===== src/rtl/rxsg_pkg.sv =====
package rxsg_pkg;
  localparam int WORD_W   = 32;
  localparam int LEN_HI   = 22;
  localparam int DONE_BIT = 31;
  localparam int SOF_BIT  = 27;
  localparam int EOF_BIT  = 26;
  localparam int OFS_NEXT = 0;
  localparam int OFS_BUF  = 1;
  localparam int OFS_CTRL = 2;
  localparam int OFS_STAT = 3;
  localparam int OFS_APP  = 4;

  typedef enum logic [3:0] {
    ST_WAIT, ST_RD_NEXT, ST_RD_BUF, ST_RD_CTRL, ST_RD_STAT,
    ST_DATA, ST_WR_DATA, ST_WR_STAT, ST_WR_APP, ST_ADV
  } walk_st_e;
endpackage


===== src/rtl/rxsg_app_latch.sv =====
module rxsg_app_latch #(
  parameter int APP_N = 5
) (
  input  logic                               clk,
  input  logic                               rst_n,
  input  logic                               load_i,
  input  logic [APP_N*rxsg_pkg::WORD_W-1:0]  words_i,
  output logic [APP_N*rxsg_pkg::WORD_W-1:0]  words_o
);
  localparam int W = rxsg_pkg::WORD_W;

  for (genvar k = 0; k < APP_N; k++) begin : g_word
    logic [W-1:0] word_q;
    always_ff @(posedge clk or negedge rst_n) begin
      if (!rst_n)      word_q <= '0;
      else if (load_i) word_q <= words_i[k*W +: W];
    end
    assign words_o[k*W +: W] = word_q;
  end
endmodule


===== src/rtl/rxsg_walker.sv =====
module rxsg_walker #(
  parameter int ADDR_W  = 16,
  parameter int APP_N   = 5,
  parameter int BYTES_W = 24
) (
  input  logic                               clk,
  input  logic                               rst_n,
  input  logic                               run_i,
  input  logic                               cur_wr_i,
  input  logic [ADDR_W-1:0]                  cur_ptr_i,
  input  logic                               tail_wr_i,
  input  logic [ADDR_W-1:0]                  tail_ptr_i,
  output logic                               idle_o,
  output logic                               halted_o,
  output logic [ADDR_W-1:0]                  cur_ptr_o,
  input  logic                               s_valid_i,
  output logic                               s_ready_o,
  input  logic [rxsg_pkg::WORD_W-1:0]        s_data_i,
  input  logic                               s_last_i,
  input  logic [2:0]                         s_nbytes_i,
  input  logic [APP_N*rxsg_pkg::WORD_W-1:0]  app_words_i,
  output logic                               mem_req_o,
  output logic                               mem_we_o,
  output logic [ADDR_W-1:0]                  mem_addr_o,
  output logic [rxsg_pkg::WORD_W-1:0]        mem_wdata_o,
  input  logic                               mem_ack_i,
  input  logic [rxsg_pkg::WORD_W-1:0]        mem_rdata_i,
  output logic                               walk_done_o,
  output logic                               walk_eof_o,
  output logic [BYTES_W-1:0]                 walk_bytes_o
);
  import rxsg_pkg::*;

  localparam int CAP_W = LEN_HI - 1;
  localparam int IDX_W = (APP_N > 1) ? $clog2(APP_N) : 1;

  walk_st_e            st_q;
  logic [ADDR_W-1:0]   cur_q, tail_q, nxt_q, buf_q;
  logic [CAP_W-1:0]    cap_q, widx_q;
  logic [WORD_W-1:0]   stat_q, beat_q;
  logic [2:0]          nb_q;
  logic                last_q, sof_q, eof_q, idle_q, halted_q;
  logic [IDX_W-1:0]    app_idx_q;
  logic [BYTES_W-1:0]  bytes_q, wbytes_q;
  logic                done_q, weof_q;
  logic [WORD_W-1:0]   flags;

  assign flags = (WORD_W'(1) << DONE_BIT) | (WORD_W'(sof_q) << SOF_BIT) |
                 (WORD_W'(eof_q) << EOF_BIT);

  assign s_ready_o = (st_q == ST_DATA) && run_i && !idle_q;

  always_comb begin
    mem_req_o   = 1'b1;
    mem_we_o    = 1'b0;
    mem_addr_o  = cur_q;
    mem_wdata_o = '0;
    unique case (st_q)
      ST_RD_NEXT: mem_addr_o = cur_q + ADDR_W'(OFS_NEXT);
      ST_RD_BUF:  mem_addr_o = cur_q + ADDR_W'(OFS_BUF);
      ST_RD_CTRL: mem_addr_o = cur_q + ADDR_W'(OFS_CTRL);
      ST_RD_STAT: mem_addr_o = cur_q + ADDR_W'(OFS_STAT);
      ST_WR_DATA: begin
        mem_we_o    = 1'b1;
        mem_addr_o  = buf_q + ADDR_W'(widx_q);
        mem_wdata_o = beat_q;
      end
      ST_WR_STAT: begin
        mem_we_o    = 1'b1;
        mem_addr_o  = cur_q + ADDR_W'(OFS_STAT);
        mem_wdata_o = stat_q | flags;
      end
      ST_WR_APP: begin
        mem_we_o    = 1'b1;
        mem_addr_o  = cur_q + ADDR_W'(OFS_APP) + ADDR_W'(app_idx_q);
        mem_wdata_o = app_words_i[app_idx_q*WORD_W +: WORD_W];
      end
      default: mem_req_o = 1'b0;
    endcase
  end

  always_ff @(posedge clk or negedge rst_n) begin
    if (!rst_n) begin
      st_q <= ST_WAIT;
      cur_q <= '0; tail_q <= '0; nxt_q <= '0; buf_q <= '0;
      cap_q <= '0; widx_q <= '0; stat_q <= '0; beat_q <= '0;
      nb_q <= '0; last_q <= 1'b0; sof_q <= 1'b0; eof_q <= 1'b0;
      idle_q <= 1'b1; halted_q <= 1'b0; app_idx_q <= '0;
      bytes_q <= '0; wbytes_q <= '0; done_q <= 1'b0; weof_q <= 1'b0;
    end else begin
      done_q <= 1'b0;
      unique case (st_q)
        ST_WAIT: begin
          if (cur_wr_i) cur_q <= cur_ptr_i;
          else if (s_valid_i && run_i && !idle_q && !halted_q) begin
            st_q <= ST_RD_NEXT; bytes_q <= '0; sof_q <= 1'b1; eof_q <= 1'b0;
          end
        end
        ST_RD_NEXT: if (mem_ack_i) begin
          nxt_q <= mem_rdata_i[ADDR_W-1:0]; widx_q <= '0; st_q <= ST_RD_BUF;
        end
        ST_RD_BUF: if (mem_ack_i) begin
          buf_q <= mem_rdata_i[ADDR_W-1:0]; st_q <= ST_RD_CTRL;
        end
        ST_RD_CTRL: if (mem_ack_i) begin
          cap_q <= mem_rdata_i[LEN_HI:2]; st_q <= ST_RD_STAT;
        end
        ST_RD_STAT: if (mem_ack_i) begin
          stat_q <= mem_rdata_i;
          if (mem_rdata_i[DONE_BIT]) begin
            halted_q <= 1'b1; done_q <= 1'b1;
            wbytes_q <= bytes_q; weof_q <= 1'b0; st_q <= ST_WAIT;
          end else if (cap_q == '0) st_q <= ST_WR_STAT;
          else st_q <= ST_DATA;
        end
        ST_DATA: if (s_valid_i && s_ready_o) begin
          beat_q <= s_data_i;
          last_q <= s_last_i;
          nb_q   <= s_last_i ? s_nbytes_i : 3'd4;
          st_q   <= ST_WR_DATA;
        end
        ST_WR_DATA: if (mem_ack_i) begin
          widx_q  <= widx_q + 1'b1;
          bytes_q <= bytes_q + BYTES_W'(nb_q);
          if (last_q) begin eof_q <= 1'b1; st_q <= ST_WR_STAT; end
          else if (widx_q + 1'b1 == cap_q) st_q <= ST_WR_STAT;
          else st_q <= ST_DATA;
        end
        ST_WR_STAT: if (mem_ack_i) begin
          app_idx_q <= '0;
          st_q <= eof_q ? ST_WR_APP : ST_ADV;
        end
        ST_WR_APP: if (mem_ack_i) begin
          if (app_idx_q == IDX_W'(APP_N - 1)) st_q <= ST_ADV;
          else app_idx_q <= app_idx_q + 1'b1;
        end
        ST_ADV: begin
          cur_q <= nxt_q;
          sof_q <= 1'b0;
          if (cur_q == tail_q || eof_q) begin
            if (cur_q == tail_q) idle_q <= 1'b1;
            done_q <= 1'b1; wbytes_q <= bytes_q; weof_q <= eof_q;
            st_q <= ST_WAIT;
          end else st_q <= ST_RD_NEXT;
        end
        default: st_q <= ST_WAIT;
      endcase
      if (tail_wr_i) begin
        tail_q <= tail_ptr_i; idle_q <= 1'b0; halted_q <= 1'b0;
      end
    end
  end

  assign idle_o       = idle_q;
  assign halted_o     = halted_q;
  assign cur_ptr_o    = cur_q;
  assign walk_done_o  = done_q;
  assign walk_eof_o   = weof_q;
  assign walk_bytes_o = wbytes_q;


  ready_armed_chk: assert property (@(posedge clk) disable iff (!rst_n)
    s_ready_o |-> (run_i && !idle_o));

  mem_hold_chk: assert property (@(posedge clk) disable iff (!rst_n)
    (mem_req_o && !mem_ack_i) |=> (mem_req_o && $stable(mem_addr_o) &&
                                   $stable(mem_we_o) && $stable(mem_wdata_o)));

  halt_cause_chk: assert property (@(posedge clk) disable iff (!rst_n)
    $rose(halted_o) |-> $past(mem_ack_i && mem_rdata_i[DONE_BIT]));

  clamp_chk: assert property (@(posedge clk) disable iff (!rst_n)
    (st_q == ST_DATA || st_q == ST_WR_DATA) |-> (widx_q < cap_q));

  tail_stop_chk: assert property (@(posedge clk) disable iff (!rst_n)
    $rose(idle_o) |-> walk_done_o);

  done_pulse_chk: assert property (@(posedge clk) disable iff (!rst_n)
    walk_done_o |=> !walk_done_o);
endmodule


===== src/rtl/rxsg_writer.sv =====
module rxsg_writer #(
  parameter int ADDR_W  = 16,
  parameter int APP_N   = 5,
  parameter int BYTES_W = 24
) (
  input  logic                    clk,
  input  logic                    rst_n,
  input  logic                    run_i,
  input  logic                    cur_wr_i,
  input  logic [ADDR_W-1:0]       cur_ptr_i,
  input  logic                    tail_wr_i,
  input  logic [ADDR_W-1:0]       tail_ptr_i,
  output logic                    idle_o,
  output logic                    halted_o,
  output logic [ADDR_W-1:0]       cur_ptr_o,
  input  logic                    s_valid_i,
  output logic                    s_ready_o,
  input  logic [31:0]             s_data_i,
  input  logic                    s_last_i,
  input  logic [2:0]              s_nbytes_i,
  input  logic                    app_valid_i,
  input  logic [APP_N*32-1:0]     app_data_i,
  output logic                    mem_req_o,
  output logic                    mem_we_o,
  output logic [ADDR_W-1:0]       mem_addr_o,
  output logic [31:0]             mem_wdata_o,
  input  logic                    mem_ack_i,
  input  logic [31:0]             mem_rdata_i,
  output logic                    walk_done_o,
  output logic                    walk_eof_o,
  output logic [BYTES_W-1:0]      walk_bytes_o
);
  logic [APP_N*32-1:0] app_words;

  rxsg_app_latch #(.APP_N(APP_N)) u_app (
    .clk(clk), .rst_n(rst_n), .load_i(app_valid_i),
    .words_i(app_data_i), .words_o(app_words)
  );

  rxsg_walker #(.ADDR_W(ADDR_W), .APP_N(APP_N), .BYTES_W(BYTES_W)) u_walk (
    .clk(clk), .rst_n(rst_n), .run_i(run_i),
    .cur_wr_i(cur_wr_i), .cur_ptr_i(cur_ptr_i),
    .tail_wr_i(tail_wr_i), .tail_ptr_i(tail_ptr_i),
    .idle_o(idle_o), .halted_o(halted_o), .cur_ptr_o(cur_ptr_o),
    .s_valid_i(s_valid_i), .s_ready_o(s_ready_o), .s_data_i(s_data_i),
    .s_last_i(s_last_i), .s_nbytes_i(s_nbytes_i), .app_words_i(app_words),
    .mem_req_o(mem_req_o), .mem_we_o(mem_we_o), .mem_addr_o(mem_addr_o),
    .mem_wdata_o(mem_wdata_o), .mem_ack_i(mem_ack_i), .mem_rdata_i(mem_rdata_i),
    .walk_done_o(walk_done_o), .walk_eof_o(walk_eof_o),
    .walk_bytes_o(walk_bytes_o)
  );
endmodule


===== config.mk =====
export PLATFORM = sky130hd
export DESIGN_NAME = rxsg_writer
export DESIGN_NICKNAME = d
export VERILOG_FILES = /design/src/rtl/rxsg_pkg.sv /design/src/rtl/rxsg_app_latch.sv /design/src/rtl/rxsg_walker.sv /design/src/rtl/rxsg_writer.sv
export SDC_FILE = /design/constraint.sdc
export NUM_CORES = 1
export LEC_CHECK = 0
export ABC_AREA = 0
export CORE_UTILIZATION = 58
export DETAILED_ROUTE_END_ITERATION = 8
export HOLD_SLACK_MARGIN = 0.08
export PLACE_DENSITY = 0.87
export SLEW_MARGIN = 20
export SYNTH_ARGS = -nofsm -noshare
export SYNTH_HDL_FRONTEND = slang
export SYNTH_HIERARCHICAL = 1
export SYNTH_SLANG_ARGS = --single-unit
export TNS_END_PERCENT = 100

===== constraint.sdc =====
create_clock -name clk -period 7 [get_ports clk]
set_input_delay 1.4 -clock clk [delete_from_list [all_inputs] [get_ports clk]]
set_output_delay 1.4 -clock clk [all_outputs]
set_load 0.1 [all_outputs]

Word level (Yosys, flattened, before mapping)
Index checks and enable logic that the tools add are counted.
{"block": "totals", "ff_bits": 395, "inputBits": 268, "output_inout_bits": 95, "wordCells": 169}
{"block": "classes", "addsub": 9, "eq_ne": 28, "shifts": 1, "muxes": 64, "bitwise": 2, "n_reduce_logical": 40}
{"operator": "160-bit by 9-bit variable part select with 32-bit output", "count": 1}
{"operator": "24-bit two-way mux", "count": 6}
{"operator": "24-bit case mux with 2 select lines", "count": 2}
{"operator": "32-bit case mux with 3 select lines", "count": 1}
{"operator": "16-bit case mux with 5 select lines", "count": 1}
{"operator": "4-bit two-way mux", "count": 13}
{"operator": "21-bit two-way mux", "count": 2}
{"operator": "21-bit case mux with 2 select lines", "count": 1}
{"operator": "4-bit case mux with 10 select lines", "count": 1}
{"operator": "16-bit by 2-bit adder with 16-bit output (second input constant)", "count": 2}
{"operator": "32-bit by 27-bit bitwise OR with 32-bit output", "count": 1}
{"operator": "32-bit bitwise OR", "count": 1}
{"operator": "16-bit case mux with 2 select lines", "count": 1}
{"operator": "24-bit by 3-bit adder with 24-bit output", "count": 1}
{"operator": "1-bit two-way mux", "count": 24}
{"operator": "2-bit != test (second input constant)", "count": 12}
{"operator": "2-bit nonzero test", "count": 11}
{"operator": "21-bit by 1-bit adder with 21-bit output (second input constant)", "count": 1}
{"operator": "21-bit == test", "count": 1}
{"operator": "21-bit logical NOT", "count": 1}
{"operator": "16-bit by 1-bit adder with 16-bit output (second input constant)", "count": 1}
{"operator": "16-bit adder", "count": 1}
{"operator": "16-bit by 3-bit adder with 16-bit output", "count": 1}
{"operator": "16-bit by 3-bit adder with 16-bit output (second input constant)", "count": 1}
{"operator": "other kinds (25)", "count": 56}

Depth between registers and ports, before layout
{"block": "logic_depth", "ltp_word": 6, "mapped_depth": 14, "depth_no_buf": 12}

By module
Netlist, hierarchy kept.
{"mod": "rxsg_walker", "instances": 1, "cells_each": 1330, "area_each_um2": 13847.0, "seq_area_each_um2": 5856.9}
{"mod": "rxsg_app_latch", "instances": 1, "cells_each": 338, "area_each_um2": 6346.1, "seq_area_each_um2": 4003.8}

Least setup slack after synthesis
OpenSTA, ideal clock, no wires.
{"block": "synth_path", "path_type": "register to output", "from": "register u_walk.cur_q[0] (netlist: u_walk/cur_ptr_o[0])", "to": "output port mem_addr_o[2]", "arrival_ns": 5.166, "required_time_ns": 5.600, "path_slack_ns": 0.434, "path_stages_with_launch": 4, "n_path_buf": 0, "cell_sequence": "dfrtp_1 inv_1 fa_1 o311ai_0"}
{"block": "synth_via", "elab_chain_len": 3, "elab_cells_between_ends": 6, "classes_between": "add/sub: 5; mux: 1"}
{"item": "start: declaration", "line_no": "rxsg_walker.sv:38", "text": "logic [ADDR_W-1:0] cur_q, tail_q, nxt_q, buf_q;"}
{"item": "start signal: assignment", "line_no": "rxsg_walker.sv:94", "text": "if (cur_wr_i) cur_q <= cur_ptr_i;"}
{"item": "start signal: assignment", "line_no": "rxsg_walker.sv:138", "text": "cur_q <= nxt_q;"}
{"item": "16-bit by 3-bit adder with 16-bit output (2 in a row)", "line_no": "rxsg_walker.sv:75", "text": "mem_addr_o = cur_q + ADDR_W'(OFS_APP) + ADDR_W'(app_idx_q);"}
{"item": "16-bit case mux with 5 select lines *", "line_no": "rxsg_walker.sv:58", "text": "unique case (st_q)"}
{"item": "end: declaration", "line_no": "rxsg_writer.sv:25", "text": "output logic [ADDR_W-1:0] mem_addr_o,"}
Every way passes the cells marked *; elsewhere a longest branch is shown, timed or not.

Worst setup path in the final report
{"block": "layout_path", "from": "register u_walk.st_q[3]", "to": "output port mem_wdata_o[0]"}
{"block": "layout_via", "elab_chain_len": 2, "elab_cells_between_ends": 4, "classes_between": "eq/ne: 3; mux: 1"}
{"item": "start: declaration", "line_no": "rxsg_walker.sv:37", "text": "walk_st_e st_q;"}
{"item": "start signal: assignment", "line_no": "rxsg_walker.sv:131", "text": "st_q <= eof_q ? ST_WR_APP : ST_ADV;"}
{"item": "4-bit == test / 4-bit by 3-bit == test with 1-bit output (equally long branches)", "line_no": "rxsg_walker.sv:58"}
{"item": "32-bit case mux with 3 select lines *", "line_no": "rxsg_walker.sv:58"}
{"item": "end: declaration", "line_no": "rxsg_writer.sv:26", "text": "output logic [31:0] mem_wdata_o,"}
Marked as above.

==> flow_summary.rst <==
.. list-table::
   :header-rows: 1

   * - Metric
     - Value
   * - Tightest Hold Check Type
     - flip-flop to flip-flop
   * - Period utilisation layout
     - 81.11%
   * - Layout cells sized above 1
     - 23.35%
   * - Die height
     - 188.6 um
   * - Max Root-Sink Buffers
     - 3
   * - Worst reg2reg startpoint
     - u_walk/st_q[0]
   * - Post-CTS Setup Bufs
     - 0
   * - Max H-tree Level
     - 2
   * - Worst reg2reg path depth
     - 8
   * - Required arrival time at the worst endpoint
     - 5.60 ns
   * - Proportion of synthesized flip-flops having asynchronous set or reset
     - 100.0%
   * - Worst hold slack
     - 0.4862 ns
   * - Distinct cells, synth
     - 72
   * - Top fanout value on the critical path
     - 28
   * - Reg-to-reg setup timing slack
     - 3.37 ns
   * - VDD IR-drop max
     - 0.3531 mV
   * - Main area contributors after synthesis
     - sky130_fd_sc_hd__dfrtp_1, sky130_fd_sc_hd__mux2_2, sky130_fd_sc_hd__mux2_4
   * - Launching element type of the critical path
     - flip-flop
   * - Portion of total power attributed to combinational logic
     - 45.9%
   * - Ratio of routed vias to standard cells
     - 6.286
   * - Site row count
     - 67
   * - Portion of total power attributed to the clock network
     - 20.9%
   * - Average wire length per cell after detail routing
     - 24.67 um
   * - Crit path capture type
     - primary output
   * - Clock latency on the worst-skew pair
     - 0.55 ns
   * - Count of flip-flops with a built-in enable after synthesis
     - 0
   * - Dominant synthesized flop cell
     - sky130_fd_sc_hd__dfrtp_1
   * - TNS Setup
     - 0 ns
   * - #FFs+latches synth
     - 394
   * - Library cell with the highest instance count after synthesis
     - sky130_fd_sc_hd__dfrtp_1
   * - Antenna-violating nets left
     - 0
   * - Cell internal power dissipation
     - 5792 uW
   * - DRC violations left
     - 0
   * - Remaining max-slew budget at the tightest pin
     - 23.06%
   * - Post-synthesis instance area
     - 0.02019 mm^2
   * - Time the final worst path needs with I/O delays and setup
     - 5.678 ns
   * - Violation count after the first detailed-route iteration
     - 1608
   * - Layout overhead on the synthesized area
     - 25.75%
   * - Max Clk Rate
     - 176.1 MHz
   * - Leakage
     - 0.01082 uW
   * - CTS-repair resized insts
     - 0
   * - Sequential-to-total area share from yosys stat
     - 48.83%
   * - Die outline area
     - 0.03557 mm^2
   * - Clock net sink count
     - 394
   * - Number of hold-repair buffers added at the cts stage
     - 0
   * - Remaining global-route overflow
     - 0
   * - Post-route design area
     - 0.02539 mm^2
   * - Worst Min Path Start
     - u_walk/nxt_q[5]
   * - Sequential power share
     - 33.2%
   * - Most frequent cells after synthesis
     - sky130_fd_sc_hd__dfrtp_1, sky130_fd_sc_hd__mux2_2, sky130_fd_sc_hd__mux2_4, sky130_fd_sc_hd__o21ai_0
   * - Number of detailed-route iterations in the first pass
     - 6
   * - Final number of setup-violating endpoints
     - 0
   * - Count of placed standard cells in the final layout, fillers left out
     - 2467
   * - Num ports
     - 363
   * - Number of instances in the synthesized netlist
     - 1668
   * - Terminating pin of the worst hold path
     - u_walk/cur_ptr_o[5]
   * - Clock tree from TritonCTS
     - yes
   * - Gpl congestion
     - 0.9347
   * - Initial core utilization
     - 59.62%
   * - Unrepaired setup endpoints after global routing
     - no
   * - Global-route wire length before repair
     - 94100 um
   * - Final worst clock skew
     - 0.01665 ns
   * - Placed cell area
     - 0.02405 mm^2
   * - Routed vias
     - 15510
   * - Number of global-route vias before repair
     - 15980
   * - Sw power
     - 4690 uW
   * - Nets
     - 2288
   * - Synthesized area divided by synthesized cell count
     - 12.11 um^2
   * - DRT Wirelength
     - 60870 um
   * - Top cell type by total area after synthesis
     - sky130_fd_sc_hd__dfrtp_1
   * - Placeable core region
     - 0.03387 mm^2
   * - Total CTS buffers
     - 41
   * - Pwr dens
     - 412.8 mW/mm^2
   * - Synth Warn #
     - 6
   * - Cell total after placement
     - 2392
   * - Overall routing resource usage
     - 34.37%
   * - Share of the synthesized area in the top cell type
     - 48.70%
   * - Max_cap viols
     - 0
   * - Final core utilization
     - 74.97%
   * - Floorplan die width
     - 188.6 um
   * - CTS root buf
     - sky130_fd_sc_hd__clkbuf_16
   * - Switching Share
     - 44.74%
   * - Worst r2r dst
     - u_walk/st_q[1]
   * - Initial antenna violation count
     - 8
   * - Critical path start-end classification
     - flip-flop to primary output
   * - Syn Nets
     - 1969
   * - Clock input transition at the sequential cells of the worst setup and hold paths
     - 0.06 ns
   * - Number of cells on the worst hold path
     - 2
   * - Number of port buffers
     - 362
   * - Arrival time reported for the critical path endpoint
     - 4.28 ns
   * - HPWL reported at the end of detailed placement
     - 42390 um
   * - Worst slew pin tran
     - 1.150 ns
   * - Max Transition Viols Final
     - 0
   * - Number of hold-slack violations in the final timing report
     - 0
   * - Run status
     - finished clean
   * - Pin count of the biggest net entering global routing
     - 135
==> layout make-up <==
cell class	count	area, um^2
clock buffers	57	1196
diodes	6	15.01
inverters	27	101.3
flip-flops and latches	394	9863
clock inverters	12	126.4
repair buffers	382	3762
fillers	2161	8476
multi-input cells	1141	9767
well taps	448	560.5
==> worst max-delay path: stages, from the launching register on <==
cell                              delay [ns]
sky130_fd_sc_hd__dfrtp_1                0.75
sky130_fd_sc_hd__or4b_2                 0.94
sky130_fd_sc_hd__buf_4                  0.38
sky130_fd_sc_hd__o21ai_0                0.42
sky130_fd_sc_hd__clkdlybuf4s50_1        1.22
==> stage by stage <==
step	setup slack (ns)	power (uW)
finish	1.322	10480
global route	1.156	10860
CTS	1.368	10450
detailed placement	2.014	8216
global placement	2.140	8118
floorplan	0.4336	6847
==> flip-flops by register name, indices dropped and copies added, names as in the netlist, 21 cells and up <==
signal,flops
u_walk/bytes_q,24
u_walk/widx_q,21
u_app/g_word.word_q,160
u_walk/beat_q,32
u_walk/walk_bytes_o,24
u_walk/stat_q,31
u_walk/cap_q,21
==> routing by layer <==
layer  global-route usage [%]  routed length [um]  vias to the layer above
met2                    55.88               29560                      804
met3                    7.953                5252                      180
met1                    44.33               23490                     7814
li1                         -                   -                     6709
met4                    14.42                2568                        0
met5                        0                   0                        -
==> cell families (layout without fill, tap and decap cells) <==
logic type                 Yosys count  in the layout  share of synthesized area (%)
other                                0              6                              0
and+or+nand+nor                    349            349                          8.513
AOI/OAI and AO/OA                  306            306                          9.685
muxes                              369            369                          24.10
adders and majority gates           33             33                          2.193
xor gates and xnor gates            84             84                          3.643
buffers and inverters              133            478                          3.036
DFF                                394            394                          48.83
==> power groups by stage <==
stage | clock network (uW) | registers, uW | logic [uW]
floorplan | 0 | 3690 | 3160
global placement | 0 | 3460 | 4650
detailed placement | 0 | 3480 | 4730
CTS | 2220 | 3460 | 4770
global route | 2310 | 3540 | 5020
finish | 2190 | 3480 | 4810
==> layout by cell type (no fill, tap or decap), types with 6 or more instances in the layout <==
cell type	synthesis	final
sky130_fd_sc_hd__a21o_1	7	7
sky130_fd_sc_hd__nor4_1	13	12
sky130_fd_sc_hd__o21ai_0	100	100
sky130_fd_sc_hd__clkbuf_16	0	41
sky130_fd_sc_hd__o221ai_1	7	7
sky130_fd_sc_hd__ha_1	29	29
sky130_fd_sc_hd__mux2_2	217	217
sky130_fd_sc_hd__nand4_1	20	20
sky130_fd_sc_hd__nor3_1	25	24
sky130_fd_sc_hd__buf_4	0	32
sky130_fd_sc_hd__mux2i_1	20	20
sky130_fd_sc_hd__clkbuf_8	0	12
sky130_fd_sc_hd__o22ai_1	13	13
sky130_fd_sc_hd__nand3_1	40	39
sky130_fd_sc_hd__inv_1	26	26
sky130_fd_sc_hd__and3_1	13	13
sky130_fd_sc_hd__o31ai_1	13	13
sky130_fd_sc_hd__a31oi_1	9	8
sky130_fd_sc_hd__xnor2_1	57	57
sky130_fd_sc_hd__nor3b_1	6	6
sky130_fd_sc_hd__mux2_4	100	100
sky130_fd_sc_hd__clkdlybuf4s50_1	0	347
sky130_fd_sc_hd__nand2_1	92	92
sky130_fd_sc_hd__xor2_1	27	27
sky130_fd_sc_hd__diode_2	0	6
sky130_fd_sc_hd__a21oi_1	52	52
sky130_fd_sc_hd__nor2_1	92	90
sky130_fd_sc_hd__a22oi_1	63	63
sky130_fd_sc_hd__dfrtp_1	393	391
sky130_fd_sc_hd__mux4_2	32	32
sky130_fd_sc_hd__nand2b_1	9	9
==> worst max-delay path by stage <==
stage,from,to,slack [ns],depth (start not counted)
after floorplan,u_walk/cur_ptr_o[0],mem_addr_o[2],0.43,3
after global placement,u_walk/st_q[3],mem_wdata_o[0],2.14,4
after detailed placement,u_walk/st_q[3],mem_wdata_o[0],2.01,4
after CTS,u_walk/st_q[3],mem_wdata_o[0],1.37,4
after global routing,u_walk/st_q[0],mem_addr_o[3],1.16,6
final,u_walk/st_q[3],mem_wdata_o[0],1.32,4
(Power assumes the default switching activity.)
